## config.mk

```make
export PLATFORM = sky130hd
export DESIGN_NAME = rtb_bridge
export DESIGN_NICKNAME = d
export VERILOG_FILES = /design/src/rtl/rtb_pkg.sv /design/src/rtl/rtb_ring.sv /design/src/rtl/rtb_dma.sv /design/src/rtl/rtb_irq.sv /design/src/rtl/rtb_bridge.sv
export SDC_FILE = /design/constraint.sdc
export NUM_CORES = 1
export LEC_CHECK = 0
export BUFFER_PORTS_ARGS = -buffer_cell sky130_fd_sc_hd__buf_2
export CORE_MARGIN = 10
export CORE_UTILIZATION = 25
export DETAILED_ROUTE_END_ITERATION = 10
export SYNTH_ARGS = -nofsm -noshare
export SYNTH_HDL_FRONTEND = slang
export SYNTH_SLANG_ARGS = --single-unit
```

## constraint.sdc

```tcl
create_clock -name clk -period 6.6 [get_ports clk]
set_input_delay 0.33 -clock clk [delete_from_list [all_inputs] [get_ports clk]]
set_output_delay 0.33 -clock clk [all_outputs]
set_load 0.1 [all_outputs]
```

## src/rtl/rtb_pkg.sv

```systemverilog
package rtb_pkg;
  // next ring index, wrapping at n
  function automatic int unsigned wrap_inc(int unsigned i, int unsigned n);
    return (i + 1 == n) ? 0 : i + 1;
  endfunction

  // occupancy after one cycle of push/pop activity
  function automatic int unsigned fill_after(int unsigned f, logic push, logic pop);
    return f + (push ? 1 : 0) - (pop ? 1 : 0);
  endfunction

  // address of the k-th delivered word
  function automatic int unsigned word_addr(int unsigned base, int unsigned k);
    return base + k;
  endfunction
endpackage

```

## src/rtl/rtb_ring.sv

```systemverilog
module rtb_ring #(
  parameter int DW    = 16,
  parameter int DEPTH = 8
) (
  input  logic                          clk,
  input  logic                          rst_n,
  input  logic                          push,
  input  logic [DW-1:0]                 push_data,
  input  logic                          pop,
  output logic [DW-1:0]                 head_data,
  output logic [$clog2(DEPTH+1)-1:0]    fill,
  output logic                          full,
  output logic                          empty
);
  import rtb_pkg::*;
  localparam int PW = (DEPTH > 1) ? $clog2(DEPTH) : 1;
  localparam int CW = $clog2(DEPTH+1);

  logic [DW-1:0] mem [DEPTH];
  logic [PW-1:0] wr_idx, rd_idx;

  always_ff @(posedge clk) begin
    if (push) mem[wr_idx] <= push_data;
  end

  always_ff @(posedge clk or negedge rst_n) begin
    if (!rst_n) begin
      wr_idx <= '0;
      rd_idx <= '0;
      fill   <= '0;
    end else begin
      if (push) wr_idx <= PW'(wrap_inc(32'(wr_idx), DEPTH));
      if (pop)  rd_idx <= PW'(wrap_inc(32'(rd_idx), DEPTH));
      fill <= CW'(fill_after(32'(fill), push, pop));
    end
  end

  assign head_data = mem[rd_idx];
  assign full      = (fill == CW'(DEPTH));
  assign empty     = (fill == '0);
endmodule

```

## src/rtl/rtb_dma.sv

```systemverilog
module rtb_dma #(
  parameter int DW = 16,
  parameter int AW = 16
) (
  input  logic          clk,
  input  logic          rst_n,
  input  logic          avail,
  input  logic          block,
  input  logic [DW-1:0] head_data,
  input  logic [AW-1:0] base,
  output logic          mem_en,
  output logic [AW-1:0] mem_addr,
  output logic [DW-1:0] mem_data,
  input  logic          mem_ack,
  output logic          start,
  output logic          pop
);
  import rtb_pkg::*;
  logic          busy;
  logic [AW-1:0] ofs;

  assign start  = !busy && avail && !block;
  assign pop    = busy && mem_ack;
  assign mem_en = busy;

  always_ff @(posedge clk or negedge rst_n) begin
    if (!rst_n) begin
      busy     <= 1'b0;
      ofs      <= '0;
      mem_addr <= '0;
      mem_data <= '0;
    end else begin
      if (start) begin
        busy     <= 1'b1;
        mem_addr <= AW'(word_addr(32'(base), 32'(ofs)));
        mem_data <= head_data;
      end else if (pop) begin
        busy <= 1'b0;
        ofs  <= ofs + 1'b1;
      end
    end
  end
endmodule

```

## src/rtl/rtb_irq.sv

```systemverilog
module rtb_irq (
  input  logic clk,
  input  logic rst_n,
  input  logic per_irq,
  output logic per_ack,
  input  logic compat,
  input  logic cpu_ack,
  output logic cpu_irq,
  output logic set_evt
);
  logic pending;

  assign set_evt = per_irq && !per_ack;
  assign cpu_irq = pending && compat;

  always_ff @(posedge clk or negedge rst_n) begin
    if (!rst_n) begin
      per_ack <= 1'b0;
      pending <= 1'b0;
    end else begin
      per_ack <= set_evt;
      pending <= set_evt || (pending && !cpu_ack);
    end
  end
endmodule

```

## src/rtl/rtb_bridge.sv

```systemverilog
module rtb_bridge #(
  parameter int DW    = 16,
  parameter int AW    = 16,
  parameter int DEPTH = 8
) (
  input  logic          clk,
  input  logic          rst_n,
  input  logic          per_wr_valid,
  input  logic [DW-1:0] per_wr_data,
  output logic          per_wr_ready,
  input  logic          per_irq,
  output logic          per_irq_ack,
  output logic          sched_data_rdy,
  input  logic          sched_block,
  input  logic [AW-1:0] mem_base,
  output logic          mem_wr_en,
  output logic [AW-1:0] mem_wr_addr,
  output logic [DW-1:0] mem_wr_data,
  input  logic          mem_wr_ack,
  input  logic          compat_ivl,
  input  logic          cpu_ack,
  output logic          cpu_irq
);
  localparam int CW = $clog2(DEPTH+1);

  // named internal events for the checker
  logic          push_evt, pop_evt, start_evt, irq_set_evt;
  logic          ring_full, ring_empty;
  logic [CW-1:0] fill;
  logic [DW-1:0] head_data;

  assign per_wr_ready   = !ring_full;
  assign push_evt       = per_wr_valid && per_wr_ready;
  assign sched_data_rdy = !ring_empty;

  rtb_ring #(.DW(DW), .DEPTH(DEPTH)) u_ring (
    .clk(clk), .rst_n(rst_n), .push(push_evt), .push_data(per_wr_data),
    .pop(pop_evt), .head_data(head_data), .fill(fill),
    .full(ring_full), .empty(ring_empty)
  );

  rtb_dma #(.DW(DW), .AW(AW)) u_dma (
    .clk(clk), .rst_n(rst_n), .avail(!ring_empty), .block(sched_block),
    .head_data(head_data), .base(mem_base), .mem_en(mem_wr_en),
    .mem_addr(mem_wr_addr), .mem_data(mem_wr_data), .mem_ack(mem_wr_ack),
    .start(start_evt), .pop(pop_evt)
  );

  rtb_irq u_irq (
    .clk(clk), .rst_n(rst_n), .per_irq(per_irq), .per_ack(per_irq_ack),
    .compat(compat_ivl), .cpu_ack(cpu_ack), .cpu_irq(cpu_irq),
    .set_evt(irq_set_evt)
  );
endmodule

```

==> reports/results.ini, run 1 <==
[clock_network]
cts.sinks=189
htree_levels=4
clk_latency_ps=440
post_cts_buffers=0
holdBufCountCts=0
clock-root-buffer=clkbuf_16
cts_buffer_depth=2
cts_resized=0
cts.clk_slew.worst_paths_ps=80
cts_tree=built
cts_made_buffers=17

[logic_synthesis]
synth_edf_count=128
ys_seq_area_frac=0.658
syn_nets=595
ys_ff_latch=189
synthFlopType=edfxtp_1
synthCells=529
ys_types=55
synth-warning-count=0
synth_area_um2=8160
avgSynthCellArea_um2=15.4
ys_async_sr_fraction=0.323

[grt]
track_usage=0.0887
grt_pass1_vias=4766
grt-ovfl-total=0
grt_pass1_wl_um=27600
antenna_found_initial=4
grt_max_degree=65

[sta]
hold_viol_final=2
whs_ps=-6.69
fin_tns_setup_ps=0
slew_headroom=0.245
setup_viol=0
rsz0062_at_grt=false
fin_skew_ps=18.8
finalMaxSlewViolations=0
worst_pin_slew_ps=1130
fin_crit_ps=2530
fmax_ghz=0.396
post-route-period-util=0.383

[setup_path]
criticalPathCategory=reg -> reg
arrival_ps=2850
cp_cell_sequence=inv_1 -> ha_1 -> nor3b_1 -> or3_2 -> nor2_1 -> a221oi_1 -> nand2_1
start_kind=flop
cp_slowest_cell=or3_2
cpPeakStageDelay_ps=910
path_max_fanout=64
critPathCaptureType=flop
critPathRequiredTime_ps=6920

[route]
vias=4563
antenna_left=0
firstDrtPassIters=4
routed_via_density=4.28
initialDrtViolationCount=228
wire_per_inst_um=16.4
remaining_drc_errors=0
finalWirelength_um=17500

[cells_and_area]
final_cell_mix=edfxtp_1 (128), buf_2 (75), dfrtp_1 (59)
layout.cells.non_filler=1067
areaGrowthSynthToFinish_pct=18.5
layout_commonest_cell=edfxtp_1
multi_input_comb_area_um2=2640
design_area_um2=9680
layout-drive-gt1-share=0.266
layout.nets=676
utilization=0.299
seqCellArea_um2=5370
fill_cells=3261

[min_path]
hp-class=in -> async

[floorplanning]
rows=66
die_w_um=201
ios=77
start_util=0.252
die-height_um=201
die_area_um2=40300
core_um2=32400

[placed_design]
place.port_buffers=76
gp_congestion=0.786
dpl-instance-area_um2=9060
dp.cells=1033
dp_hpwl_um=11200

[job]
cap_viol_max_count=0

[run_status]
outcome=finished, violations left
violations=hold timing

[power]
leakage_nw=3.70
p_per_area_nw_per_um2=476
ir_worst_vdd_v=0.000374

[state kept, by name (all words and copies together), names as in the netlist]
name and count:
u_dma.mem_en 1, u_dma.mem_addr 16, u_ring.wr_idx 3, u_irq.pending 1, u_ring.rd_idx 3, u_irq.per_ack 1, u_dma.ofs 16, u_ring.fill 4
u_ring.mem 128, u_dma.mem_data 16
[path summary, 6_finish.rpt]
kind	start	to	slack, ps	cells past startpoint
min in group clk	mem_wr_ack	u_dma.mem_en$_DFFE_PN0P_	120	2
worst max-delay path	u_ring.fill[2]$_DFF_PN0_	u_dma.mem_addr[15]$_DFFE_PN0P_	4070	7
worst min-delay path	rst_n	u_irq.pending$_DFF_PN0_	-7	1
worst min register to register	u_irq.per_ack$_DFF_PN0_	u_irq.per_ack$_DFF_PN0_	440	1
max in group asynchronous	rst_n	u_ring.rd_idx[1]$_DFFE_PN0P_	5980	1
worst max register to register	u_ring.fill[2]$_DFF_PN0_	u_dma.mem_addr[15]$_DFFE_PN0P_	4070	7
[power by group]
group / total [mW] / internal [mW] / switching (mW) / leakage (nW)
logic: 1.79 / 0.522 / 1.27 / 1.50
registers: 1.76 / 1.54 / 0.216 / 1.92
clock network: 1.05 / 0.575 / 0.480 / 0.287
total: 4.61 / 2.64 / 1.97 / 3.70
[layout make-up]
| cell class | instances | area share |
|---|---|---|
| sequential | 189 | 0.555 |
| multi-input combinational | 303 | 0.272 |
| tap | 442 | 0.0572 |
| timing repair buffer | 85 | 0.0466 |
| clock buffer | 18 | 0.0444 |
| clock inverter | 14 | 0.0182 |
| inverter | 14 | 0.00543 |
| antenna | 2 | 0.000517 |
[cell families after synthesis]
family	Yosys count	share of synthesized area
AND/OR/NAND/NOR	118	0.0688
buffers and inverters	37	0.0207
multiplexers	54	0.116
flip-flops	189	0.658
XOR/XNOR	31	0.0333
adder cells (fa/ha/maj)	26	0.0417
AO/OA/AOI/OAI	74	0.0621
[per-layer routing]
layer | wire length [um] | global-route usage | vias up | part of all wire
li1 | - | - | 2169 | -
met1 | 8050 | 0.110 | 2272 | 0.46
met2 | 8520 | 0.145 | 102 | 0.49
met3 | 754 | 0.0266 | 16 | 0.043
met4 | 157 | 0.0276 | 4 | 0.0090
met5 | 21 | 0 | - | 0.0012
[critical path: cells and delay by family (launching register included)]
| family | cells | cell delay, ps |
|---|---|---|
| flip-flops | 1 | 360 |
| AO/OA/AOI/OAI | 1 | 300 |
| AND/OR/NAND/NOR | 4 | 1450 |
| buffers and inverters | 1 | 100 |
| adder cells (fa/ha/maj) | 1 | 160 |
[synth_stat cells, drive strengths merged, types with 2 or more instances]
master / count / area share
xor2: 18 / 0.019
xnor2: 13 / 0.014
clkbuf: 11 / 0.0052
nand3: 7 / 0.0049
dfrtp: 61 / 0.19
mux4: 32 / 0.088
o2111a: 2 / 0.0028
and2: 3 / 0.0023
a31oi: 3 / 0.0041
o22ai: 2 / 0.0015
buf: 12 / 0.0090
and3: 2 / 0.0015
nand2b: 3 / 0.0023
edfxtp: 128 / 0.47
nor2: 22 / 0.010
nor3: 12 / 0.0080
a21o: 7 / 0.0064
fa: 2 / 0.0049
a211oi: 2 / 0.0018
o211ai: 2 / 0.0035
ha: 24 / 0.037
a21oi: 14 / 0.010
nand2: 53 / 0.024
mux2i: 19 / 0.023
mux2: 3 / 0.0041
nor2b: 2 / 0.0015
nand4: 9 / 0.0087
inv: 14 / 0.0064
o31ai: 2 / 0.0025
o21ai: 31 / 0.019
[through the flow]
stage	hold slack, ps	power (mW)	worst slack [ps]
finish	-6.69	4.61	4070
global route	57.7	4.86	3760
CTS	15.1	4.68	3990
detailed placement	443	3.62	4020
global placement	430	3.61	4100
floorplan	34.4	3.21	3270
Note: power is estimated with default switching activity, not from simulation.
==> run 2: changes to the inputs <==
- clock period: 6.6 -> 2.4 ns (I/O delays scaled with it)
==> run 2 against run 1 <==
  * The flow now finishes without violations
  * Die area stayed put
  * Critical path depth unchanged
  * Clock skew decreased by 4.0 ps
  * Sequential cell count unchanged
  * Wire length increased by 1.6%
  * Count of clock-buffer cells in the layout rose by 1
  * Core utilization grew 1.2 points
==> reports/results.ini, run 2 (synthesis results as in run 1) <==
[clock_network]
cts_tree=built
clock-root-buffer=clkbuf_16
cts_made_buffers=17  ; unchanged
clk_latency_ps=430  ; about the same
cts_buffer_depth=2  ; unchanged
htree_levels=4  ; unchanged
cts.clk_slew.worst_paths_ps=70  ; about the same
cts.sinks=189  ; unchanged
post_cts_buffers=0  ; unchanged

[cells_and_area]
largest_reg_flops=128  ; unchanged
layout-drive-gt1-share=0.291  ; +0.0242
regMostFlops=u_ring.mem
layout.cells.non_filler=1107  ; +3.7%
fill_cells=3240  ; -0.64%
utilization=0.310  ; +0.0116
layout.nets=717  ; +6.1%
final_cell_mix=edfxtp_1 (128), buf_2 (75), dfrtp_1 (60)
layout_commonest_cell=edfxtp_1
areaGrowthSynthToFinish_pct=23.1

[sta]
hold_viol_final=0  ; -2
slew_headroom=0.528  ; +0.283
fin_tns_setup_ps=0  ; unchanged
fmax_ghz=0.445  ; +12%
finalMaxSlewViolations=0  ; unchanged
fin_crit_ps=2250  ; -279 ps
fin_skew_ps=14.7  ; -4.03 ps
worst_pin_slew_ps=708  ; -425 ps
post-route-period-util=0.937  ; +0.554
rsz0062_at_grt=false
setup_viol=0  ; unchanged

[min_path]
hp-class=in -> reg
hold_path_depth=4
holdPathEnd=u_dma.mem_addr[0]$_DFFE_PN0P_
min-delay-start=mem_base[0]

[floorplanning]
start_util=0.252  ; unchanged
core_um2=32400  ; unchanged
ios=77  ; unchanged
die_area_um2=40300  ; unchanged
die_w_um=201  ; unchanged
die-height_um=201  ; unchanged
rows=66  ; unchanged

[setup_path]
r2r_end=u_dma.mem_addr[10]$_DFFE_PN0P_
timing.reg2reg.setup_slack_ps=150  ; -3920 ps
cpLargestDelayFamily=compound AO/OA/AOI/OAI gates
critPathRequiredTime_ps=2710  ; -4210 ps
critPathCaptureType=flop
reg2reg_from=u_dma.ofs[0]$_DFFE_PN0P_
arrival_ps=2560  ; -290 ps
r2r_cells=7  ; unchanged
critPathBufInv=0  ; -1
path_max_fanout=4  ; -94%
cp_slowest_cell=dfrtp_1
criticalPathCategory=reg -> reg
cp-startpoint=u_dma.ofs[0]$_DFFE_PN0P_
start_kind=flop
cpPeakStageDelay_ps=450  ; -460 ps
cp_cell_sequence=ha_1 -> fa_1 -> a21oi_1 -> o22ai_1 -> o31ai_1 -> xor2_1 -> o21ai_0

[placed_design]
dp_hpwl_um=12200  ; +8.7%
gp_congestion=0.822  ; +4.6%
dp.cells=1054  ; +2.0%
place.port_buffers=76  ; unchanged

[route]
firstDrtPassIters=4  ; unchanged
vias=4731  ; +3.7%
routed_via_density=4.27  ; about the same
wire_per_inst_um=16.1  ; -2.1%
initialDrtViolationCount=293  ; +29%
antenna_left=0  ; unchanged
remaining_drc_errors=0  ; unchanged
finalWirelength_um=17800  ; +1.6%

[power]
leakage_nw=3.90  ; +5.3%
ir_worst_vdd_v=0.000880  ; +130%
p_per_area_nw_per_um2=1270  ; +170%

[grt]
track_usage=0.0908  ; +0.00206
grt_max_degree=50  ; -23%
antenna_found_initial=1  ; -3
grt_pass1_wl_um=28600  ; +3.4%
grt-ovfl-total=0  ; unchanged
grt_pass1_vias=4931  ; +3.5%

[run_status]
outcome=finished clean

[job]
cap_viol_max_count=0  ; unchanged

[run 2: how the worst max path moves through the flow]
stage	slack, ps	cells past startpoint	to
after floorplan	-30	7	u_ring.mem[4][0]$_DFFE_PP_
after global placement	180	7	u_dma.mem_addr[10]$_DFFE_PN0P_
after detailed placement	180	7	u_dma.mem_addr[10]$_DFFE_PN0P_
after CTS	150	7	u_dma.mem_addr[10]$_DFFE_PN0P_
after global routing	30	7	u_dma.mem_addr[10]$_DFFE_PN0P_
final	150	7	u_dma.mem_addr[10]$_DFFE_PN0P_
[run 2: through the flow]
step	hold WS, ps	total power, mW	setup slack [ps]	area (um2)
final	32.0	12.7	151	10100
after global routing	64.8	13.5	27.2	10000
after CTS	2.06	13.0	147	10000
after detailed placement	232	10.2	181	9280
after global placement	224	10.1	177	9280
after floorplan	-176	8.88	-32.7	8200
[run 2: worst register-to-register path, cell delays in order (launching register included)]
cell	delay, ps
dfrtp_1	450
ha_1	240
fa_1	400
a21oi_1	320
o22ai_1	180
o31ai_1	300
xor2_1	160
o21ai_0	80
[run 2: metal layers]
layer	up-vias	track usage	wire length, um
met4	0	0.0235	167
li1	2254	-	-
met2	93	0.144	8350
met5	-	0	0
met1	2371	0.118	8440
met3	13	0.0269	813
[run 2: final cells by class]
class / instances / area, um2 / area share
inverters: 14 / 52.6 / 0.00523
flip-flops and latches: 189 / 5370 / 0.534
clock inverters: 13 / 129 / 0.0128
well taps: 442 / 553 / 0.0550
diodes: 1 / 2.50 / 0.000249
clock buffers: 19 / 443 / 0.0441
repair buffers: 126 / 833 / 0.0829
multi-input cells: 303 / 2670 / 0.265
[run 2: power by group]
group	leakage, nW	switching, mW	total (mW)	internal (mW)
registers	1.92	0.409	4.65	4.24
clock network	0.278	1.32	2.72	1.40
logic	1.70	3.76	5.38	1.62
total	3.90	5.50	12.7	7.25
[run 2: timing repair]
action | in CTS | in global routing
gates resized for setup | 0 | 0
hold buffers | 20 | 0
endpoints found under the hold margin | 178 | 0
